## config.mk

```make
export PLATFORM = sky130hd
export DESIGN_NAME = qs4_stage_ctrl
export DESIGN_NICKNAME = d
export VERILOG_FILES = /design/src/rtl/qs4_pkg.sv /design/src/rtl/qs4_gsr_cell.sv /design/src/rtl/qs4_acceptor.sv /design/src/rtl/qs4_forwarder.sv /design/src/rtl/qs4_stage_ctrl.sv
export SDC_FILE = /design/constraint.sdc
export NUM_CORES = 1
export LEC_CHECK = 0
export BUFFER_PORTS_ARGS = -buffer_cell sky130_fd_sc_hd__buf_4
export CAP_MARGIN = 20
export CORE_AREA = 2 2 39 41
export CTS_CLUSTER_DIAMETER = 40
export CTS_CLUSTER_SIZE = 30
export DETAILED_ROUTE_END_ITERATION = 6
export DIE_AREA = 0 0 41 43
export MAX_ROUTING_LAYER = met4
export SLEW_MARGIN = 10
export SYNTH_ARGS = -nofsm -noshare
export SYNTH_HDL_FRONTEND = slang
export SYNTH_SLANG_ARGS = --single-unit
export TNS_END_PERCENT = 10
```

## constraint.sdc

```tcl
create_clock -name clk -period 3.27 [get_ports clk]
set_clock_uncertainty 0.05 [all_clocks]
set_input_delay 0.1635 -clock clk [delete_from_list [all_inputs] [get_ports clk]]
set_output_delay 0.1635 -clock clk [all_outputs]
set_load 0.01 [all_outputs]
```

## src/rtl/qs4_pkg.sv

```systemverilog
package qs4_pkg;

    typedef enum logic {
        PH_EMPTY = 1'b0,
        PH_FULL  = 1'b1
    } acc_state_e;

endpackage

```

## src/rtl/qs4_gsr_cell.sv

```systemverilog
module qs4_gsr_cell #(
    parameter bit INIT = 1'b0
) (
    input  logic clk,
    input  logic rst_n,
    input  logic set_g,
    input  logic clr_g,
    output logic q
);

    logic q_r;

    always_ff @(posedge clk or negedge rst_n) begin
        if (!rst_n) begin
            q_r <= INIT;
        end else if (set_g && !clr_g) begin
            q_r <= 1'b1;
        end else if (clr_g && !set_g) begin
            q_r <= 1'b0;
        end
    end

    assign q = q_r;

    // a rising rule and a falling rule of one wire are never enabled together
    p_guards_exclusive_r7: assert property (@(posedge clk) disable iff (!rst_n)
        !(set_g && clr_g));

endmodule

```

## src/rtl/qs4_acceptor.sv

```systemverilog
module qs4_acceptor
    import qs4_pkg::*;
(
    input  logic clk,
    input  logic rst_n,
    input  logic lft_req,
    input  logic inr_req,
    output logic lft_ack,
    output logic inr_ack
);

    acc_state_e state_q;
    acc_state_e state_d;

    always_comb begin
        state_d = state_q;
        unique case (state_q)
            PH_EMPTY: if (lft_req && inr_req)   state_d = PH_FULL;
            PH_FULL:  if (!lft_req && !inr_req) state_d = PH_EMPTY;
            default:  state_d = PH_EMPTY;
        endcase
    end

    always_ff @(posedge clk or negedge rst_n) begin
        if (!rst_n) state_q <= PH_EMPTY;
        else        state_q <= state_d;
    end

    always_comb begin
        lft_ack = (state_q == PH_FULL);
        inr_ack = (state_q == PH_FULL);
    end

    // the forked acknowledge rises only once both requests were seen high
    p_full_needs_both_r2: assert property (@(posedge clk) disable iff (!rst_n)
        $rose(lft_ack) |-> ($past(lft_req) && $past(inr_req)));

    // it falls only once both requests were seen low
    p_empty_needs_both_r2: assert property (@(posedge clk) disable iff (!rst_n)
        $fell(lft_ack) |-> (!$past(lft_req) && !$past(inr_req)));

endmodule

```

## src/rtl/qs4_forwarder.sv

```systemverilog
module qs4_forwarder (
    input  logic clk,
    input  logic rst_n,
    input  logic inr_ack,
    input  logic rgt_ack,
    output logic inr_req,
    output logic rgt_req
);

    logic s_bit;

    qs4_gsr_cell #(.INIT(1'b0)) u_co (
        .clk   (clk),
        .rst_n (rst_n),
        .set_g (!s_bit && !rgt_ack),
        .clr_g (s_bit || rgt_ack),
        .q     (inr_req)
    );

    qs4_gsr_cell #(.INIT(1'b0)) u_s (
        .clk   (clk),
        .rst_n (rst_n),
        .set_g (inr_ack),
        .clr_g (rgt_ack),
        .q     (s_bit)
    );

    qs4_gsr_cell #(.INIT(1'b0)) u_ro (
        .clk   (clk),
        .rst_n (rst_n),
        .set_g (s_bit && !inr_ack),
        .clr_g (!s_bit || inr_ack),
        .q     (rgt_req)
    );

    // the right request rises only after the inner channel returned to zero
    p_ro_after_inner_r4: assert property (@(posedge clk) disable iff (!rst_n)
        $rose(rgt_req) |-> !$past(inr_ack));

    // the right request is withdrawn only after the consumer acknowledged
    p_ro_hold_r5: assert property (@(posedge clk) disable iff (!rst_n)
        $fell(rgt_req) |-> $past(rgt_ack));

endmodule

```

## src/rtl/qs4_stage_ctrl.sv

```systemverilog
module qs4_stage_ctrl (
    input  logic clk,
    input  logic rst_n,
    input  logic l_req,
    output logic l_ack,
    output logic r_req,
    input  logic r_ack
);

    logic inner_req;
    logic inner_ack;

    qs4_acceptor u_acc (
        .clk     (clk),
        .rst_n   (rst_n),
        .lft_req (l_req),
        .inr_req (inner_req),
        .lft_ack (l_ack),
        .inr_ack (inner_ack)
    );

    qs4_forwarder u_fwd (
        .clk     (clk),
        .rst_n   (rst_n),
        .inr_ack (inner_ack),
        .rgt_ack (r_ack),
        .inr_req (inner_req),
        .rgt_req (r_req)
    );

    // the producer is not acknowledged while an item is still offered right
    p_lack_needs_idle_right_r6: assert property (@(posedge clk) disable iff (!rst_n)
        $rose(l_ack) |-> !$past(r_req));

    // the right request never rises while the left acknowledge is up
    p_rreq_left_done_r4: assert property (@(posedge clk) disable iff (!rst_n)
        $rose(r_req) |-> !$past(l_ack));

    // left acknowledge and right acknowledge never overlap
    p_acks_disjoint_r7: assert property (@(posedge clk) disable iff (!rst_n)
        !(l_ack && r_ack));

endmodule

```

==> impl_metrics.py, run 1 <==
metrics = {
    "synthesis": {
        "synth_warnings": 0,
        "synth_nets": 15,
        "yosys.area.top_type": "dfrtp_1",
        "ys_ff_latch": 4,
        "synthFlopType": "dfrtp_1",
        "synth_area_um2": 155,
        "ys_seq_area_share_pct": 64.5,
        "ys_types": 7,
        "synth_area_per_cell_um2": 15.5,
        "synthMostInstantiatedCell": "dfrtp_1",
        "synthCells": 10,
        "synth_async_sr_flop_share_pct": 100,
        "synthTopCellsByArea": "dfrtp_1 65%, mux2_4 9.7%, ha_1 8.1%",
        "yosys.area.top_type_share_pct": 64.5,
        "synth_enable_flop_cells": 0,
    },
    "final_layout": {
        "drive_gt1_share_pct": 57.9,
        "antenna_cells": 0,
        "final_area_um2": 245,
        "multiInputGateArea_um2": 51.3,
        "final_nets": 26,
        "area_growth_pct": 58.1,
        "stdcell_count": 35,
        "fillers": 152,
        "seq_area_um2": 100,
    },
    "floorplan": {
        "die-height_um": 43,
        "core_um2": 1380,
        "fp.dieW_um": 41,
        "rows": 14,
        "dieArea_um2": 1760,
        "pin_count": 6,
        "initial_core_util_pct": 11.2,
    },
    "routing": {
        "dr.first_iter.drc_count": 2,
        "vias": 109,
        "drc_errors": 0,
        "ant_nets": 0,
        "wl_per_cell_um": 7.31,
        "routed_wl_um": 256,
        "detail_route.vias_per_cell": 3.11,
        "firstDrtPassIters": 2,
    },
    "sta": {
        "rsz0062_at_grt": "false",
        "period_share_pct": 36.6,
        "worst_pin_slew_ns": 0.139,
        "hold_violations": 0,
        "slew_viol_final": 0,
        "slew_headroom_pct": 90.7,
        "tns_ns": 0,
        "setup_viol_count_final": 0,
        "timing.fmax_ghz": 0.836,
        "holdWs_ns": 0.0352,
        "fin_crit_ns": 1.20,
    },
    "placed_design": {
        "portBuffers": 5,
        "dp.cells": 31,
        "placed_cell_area_um2": 213,
        "place_congestion": 0.585,
    },
    "setup_path": {
        "path_buf_inv": 0,
        "crit_family": "flip-flops",
        "worstPathArrival_ns": 1.25,
        "end_kind": "flip-flop",
        "start_kind": "flip-flop",
        "cp.required_ns": 3.33,
        "r2r_cells": 2,
        "max_stage_delay_ns": 0.40,
        "r2r_slack_ns": 2.07,
        "rr_endpoint": "u_fwd.u_s.q",
        "r2r-start": "u_acc.inr_ack",
        "crit_chain": "ha_1, mux2_4",
        "path_max_fanout": 4,
        "path_depth": 2,
        "slowest_stage": "dfrtp_1",
        "worstSetupPathType": "reg2reg",
    },
    "worst_hold_path": {
        "hp-start": "r_ack",
        "whs_endpoint": "u_fwd.u_co.q",
        "hold_path_depth": 2,
        "hold_path_class": "in2reg",
    },
    "power": {
        "peakVddDrop_uv": 163,
        "p_leak_nw": 0.126,
        "p_total_uw": 166,
        "power_density_nw_per_um2": 678,
    },
    "clock_tree": {
        "cts_tree": "yes",
        "path_clk_slew_ns": 0.04,
        "ctsHtreeMaxLevel": 1,
        "cts.sinks": 4,
        "cts-root-buf": "clkbuf_4",
        "cts_buffer_depth": 2,
        "clock_latency_ns": 0.23,
        "numCtsBuffers": 3,
        "cts_setup_buffers": 0,
    },
    "global_route": {
        "grt_pass1_wl_um": 489,
        "grt_remaining_overflow": 0,
        "grt_pass1_vias": 132,
        "grt_max_degree": 5,
        "grt_use_total_pct": 5.28,
        "antenna_found_initial": 0,
    },
    "run_status": {
        "status": "complete, no violations",
    },
    "run": {
        "drv_cap": 0,
    },
}
==> worst register-to-register path, delay by kind of cell, from the launching register on <==
kind	cells	cell delay, ns
flops	1	0.40
fa+ha+maj	1	0.32
mux	1	0.30
==> through the flow <==
stage	util, %	worst slack, ns
5_1_grt	17.7	2.04
2_1_floorplan	-	2.07
3_5_place_dp	15.4	2.07
6_report	17.7	2.07
4_1_cts	17.7	2.07
3_3_place_gp	15.4	2.10
==> state kept, by name, indices dropped and copies added (netlist names) <==
register       cells
u_acc.inr_ack      1
u_fwd.u_co.q       1
u_fwd.u_ro.q       1
u_fwd.u_s.q        1
==> worst max-delay path by stage <==
| stage | start | endpoint | slack [ns] |
|---|---|---|---|
| after floorplan | u_acc.inr_ack | u_fwd.u_s.q | 2.07 |
| after global placement | u_acc.inr_ack | u_fwd.u_s.q | 2.10 |
| after detailed placement | u_acc.inr_ack | u_fwd.u_s.q | 2.07 |
| after CTS | u_acc.inr_ack | u_fwd.u_s.q | 2.07 |
| after global routing | u_acc.inr_ack | u_fwd.u_s.q | 2.04 |
| final | u_acc.inr_ack | u_fwd.u_s.q | 2.07 |
==> placed cells by master, fill, tap and decap left out <==
cell,Yosys,routed
buf_4,0,5
dfrtp_1,4,4
clkbuf_4,0,3
mux2_4,1,1
maj3_2,1,1
inv_1,1,1
nor2_1,1,1
and2b_2,1,1
ha_1,1,1
dlygate4sd3_1,0,1
==> metal layers <==
metal  wire [um]  global-route usage, %  vias to the layer above
li1            -                      -                       51
met1         106                   4.59                       50
met2          99                   5.00                        8
met3          50                   6.28                        0
met4           0                   6.00                        0
met5           0                      -                        -
==> power by group <==
| part | total, mW | internal [mW] | switching [mW] |
|---|---|---|---|
| sequential | 0.0707 | 0.0625 | 0.00816 |
| clock | 0.0586 | 0.0409 | 0.0177 |
| combinational | 0.0370 | 0.0247 | 0.0123 |
| total | 0.166 | 0.128 | 0.0382 |
==> area by class of cell <==
type                            count  area share, %
Clock buffer                        3           9.18
Inverter                            1           1.53
Multi-Input combinational cell      5           20.9
Sequential cell                     4           40.8
Tap cell                           16           8.16
Timing Repair Buffer                6           19.4
==> cell families (layout without fill, tap and decap cells) <==
kind of cell / Yosys count / after routing / synth area share, %
buf+inv: 1 / 10 / 2.42
fa+ha+maj: 2 / 2 / 15.3
flops: 4 / 4 / 64.5
simple gates: 2 / 2 / 8.06
mux: 1 / 1 / 9.67
==> what timing repair did <==
action,in CTS,in global routing
hold buffers,1,0
gates resized for setup,0,0
endpoints found under the hold margin,4,0
No activity file was read; power rests on OpenSTA's default activity.
==> run 2, diff against run 1 <==
--- a/config.mk
+++ b/config.mk
@@ -5,6 +5,7 @@
 export SDC_FILE = /design/constraint.sdc
 export NUM_CORES = 1
 export LEC_CHECK = 0
+export ABC_AREA = 1
 export BUFFER_PORTS_ARGS = -buffer_cell sky130_fd_sc_hd__buf_4
 export CAP_MARGIN = 20
 export CORE_AREA = 2 2 39 41
==> constraint.sdc (replaced) <==
create_clock -name clk -period 1.1 [get_ports clk]
set_clock_uncertainty 0.05 [all_clocks]
set_input_delay 0.055 -clock clk [delete_from_list [all_inputs] [get_ports clk]]
set_output_delay 0.055 -clock clk [all_outputs]
set_load 0.01 [all_outputs]
==> impl_metrics.py, run 2 <==
metrics = {
    "sta": {
        "period_share_pct": 95.1,
        "worst_pin_slew_ns": 0.131,
        "slew_headroom_pct": 91.3,
        "fin_crit_ns": 1.05,
        "setup_viol_count_final": 0,
        "tns_ns": 0,
        "timing.fmax_ghz": 0.956,
        "hold_violations": 0,
        "slew_viol_final": 0,
        "holdWs_ns": 0.0157,
        "rsz0062_at_grt": "false",
    },
    "floorplan": {
        "dieArea_um2": 1760,
        "rows": 14,
        "initial_core_util_pct": 11.0,
        "fp.dieW_um": 41,
        "pin_count": 6,
        "core_um2": 1380,
        "die-height_um": 43,
    },
    "synthesis": {
        "synth_nets": 20,
        "synth_async_sr_flop_share_pct": 100,
        "yosys.area.top_type_share_pct": 65.6,
        "synthTopCellsByArea": "dfrtp_1 66%, nor2_1 9.8%, ha_1 8.2%",
        "synth_enable_flop_cells": 0,
        "ys_seq_area_share_pct": 65.6,
        "synth_common_cells": "4 x dfrtp_1, 4 x nor2_1, 3 x inv_1",
        "synth_warnings": 0,
        "ys_types": 6,
        "synth_area_um2": 153,
        "synth_area_per_cell_um2": 10.2,
        "synthFlopType": "dfrtp_1",
        "ys_ff_latch": 4,
        "yosys.area.top_type": "dfrtp_1",
        "synthCells": 15,
    },
    "final_layout": {
        "fillers": 159,
        "final_common_cell": "buf_4",
        "final_nets": 33,
        "final_area_um2": 273,
        "area_growth_pct": 78.7,
        "antenna_cells": 0,
        "multiInputGateArea_um2": 53.8,
        "seq_area_um2": 100,
        "drive_gt1_share_pct": 42.3,
        "stdcell_count": 42,
        "final_cell_mix": "6 x buf_4, 4 x nor2_1, 4 x dfrtp_1",
    },
    "clock_tree": {
        "path_clk_slew_ns": 0.04,
        "clock_latency_ns": 0.24,
        "cts_tree": "yes",
        "cts_setup_buffers": 0,
        "cts.sinks": 4,
        "ctsHtreeMaxLevel": 1,
        "numCtsBuffers": 3,
        "cts-root-buf": "clkbuf_4",
        "cts_buffer_depth": 2,
    },
    "global_route": {
        "antenna_found_initial": 0,
        "grt_max_degree": 5,
        "grt_use_total_pct": 4.95,
        "grt_remaining_overflow": 0,
        "grt_pass1_wl_um": 455,
        "grt_pass1_vias": 115,
    },
    "placed_design": {
        "portBuffers": 5,
        "hpwl_um": 224,
        "place_congestion": 0.531,
        "placed_cell_area_um2": 218,
        "dp.cells": 37,
    },
    "setup_path": {
        "path_max_fanout": 2,
        "max_stage_delay_ns": 0.53,
        "crit_chain": "dlygate4sd3_1, buf_4, inv_2, ha_4, nor2_1, a21oi_1",
        "cp.required_ns": 1.17,
        "worstSetupPathType": "in2reg",
        "worstPathArrival_ns": 1.12,
        "end_kind": "flip-flop",
        "slowest_stage": "dlygate4sd3_1",
        "start_kind": "primary input",
    },
    "worst_hold_path": {
        "hold_path_class": "in2reg",
    },
    "run_status": {
        "status": "complete, no violations",
    },
    "routing": {
        "detail_route.vias_per_cell": 3.19,
        "dr.first_iter.drc_count": 0,
        "drc_errors": 0,
        "vias": 134,
        "routed_wl_um": 282,
        "firstDrtPassIters": 1,
        "wl_per_cell_um": 6.71,
        "ant_nets": 0,
    },
    "power": {
        "peakVddDrop_uv": 275,
        "p_total_uw": 579,
        "power_density_nw_per_um2": 2120,
        "p_leak_nw": 0.136,
    },
    "run": {
        "drv_cap": 0,
    },
}
==> run 2: cell types whose count changed after synthesis <==
cell and delta:
a21oi_1 +2, inv_1 +2, nor2_1 +3, mux2_4 -1
nand2_1 +1, and2b_2 -1, maj3_2 -1
==> run 2: cells by family (layout without fill, tap and decap cells) <==
group           Yosys count  in the layout  share of synthesized area [%]
buf+inv                   3             14                           7.38
flops                     4              4                           65.6
fa+ha+maj                 1              1                           8.20
compound gates            2              2                           6.56
simple gates              5              5                           12.3
==> run 2: repair_timing <==
item,in CTS,in global routing
endpoints found under the hold margin,5,0
hold buffers,2,0
resized for setup,0,2
setup endpoints to repair,0,1
==> run 2: layout make-up <==
| cell class | instances | area share, % |
|---|---|---|
| tap | 16 | 7.34 |
| timing repair buffer | 8 | 23.9 |
| clock buffer | 3 | 8.26 |
| multi-input combinational | 8 | 19.7 |
| inverter | 3 | 4.13 |
| sequential | 4 | 36.7 |
==> run 2: path summary, 6_finish.rpt <==
check	start	endpoint	slack (ns)	cells past startpoint
max	r_ack	u_fwd.u_s.q	0.05	6
max reg2reg	u_acc.inr_ack	u_fwd.u_s.q	0.15	3
min reg2reg	u_fwd.u_s.q	u_fwd.u_co.q	0.39	1
min in group asynchronous	rst_n	u_fwd.u_s.q	0.10	2
max in group asynchronous	rst_n	u_acc.inr_ack	0.79	2
min	l_req	u_acc.inr_ack	0.02	3
==> run 2: stage by stage <==
step / utilization [%] / setup WS [ns]
2_1_floorplan: - / 0.0699
3_3_place_gp: 15.7 / 0.124
3_5_place_dp: 15.7 / 0.111
4_1_cts: 18.8 / 0.0337
5_1_grt: 19.7 / 0.0138
6_report: 19.7 / 0.0535
==> run 2: report_power, final <==
part	switching (mW)	leakage, nW	internal, mW	total [mW]
clock	0.0615	0.0138	0.122	0.184
sequential	0.0281	0.0504	0.201	0.229
combinational	0.0747	0.0717	0.0917	0.166
==> run 2: critical path, delay by kind of cell <==
kind	cells	cell delay, ns
AO/OA/AOI/OAI	1	0.05
adder cells (fa/ha/maj)	1	0.19
buffers and inverters	3	0.73
AND/OR/NAND/NOR	1	0.10
==> run 2: per-layer routing <==
metal,routed length [um],track usage [%],share of wire (%)
met4,18,8.00,6.4
met3,27,3.14,9.6
met2,138,5.94,49
met1,97,3.57,34
met5,0,-,0
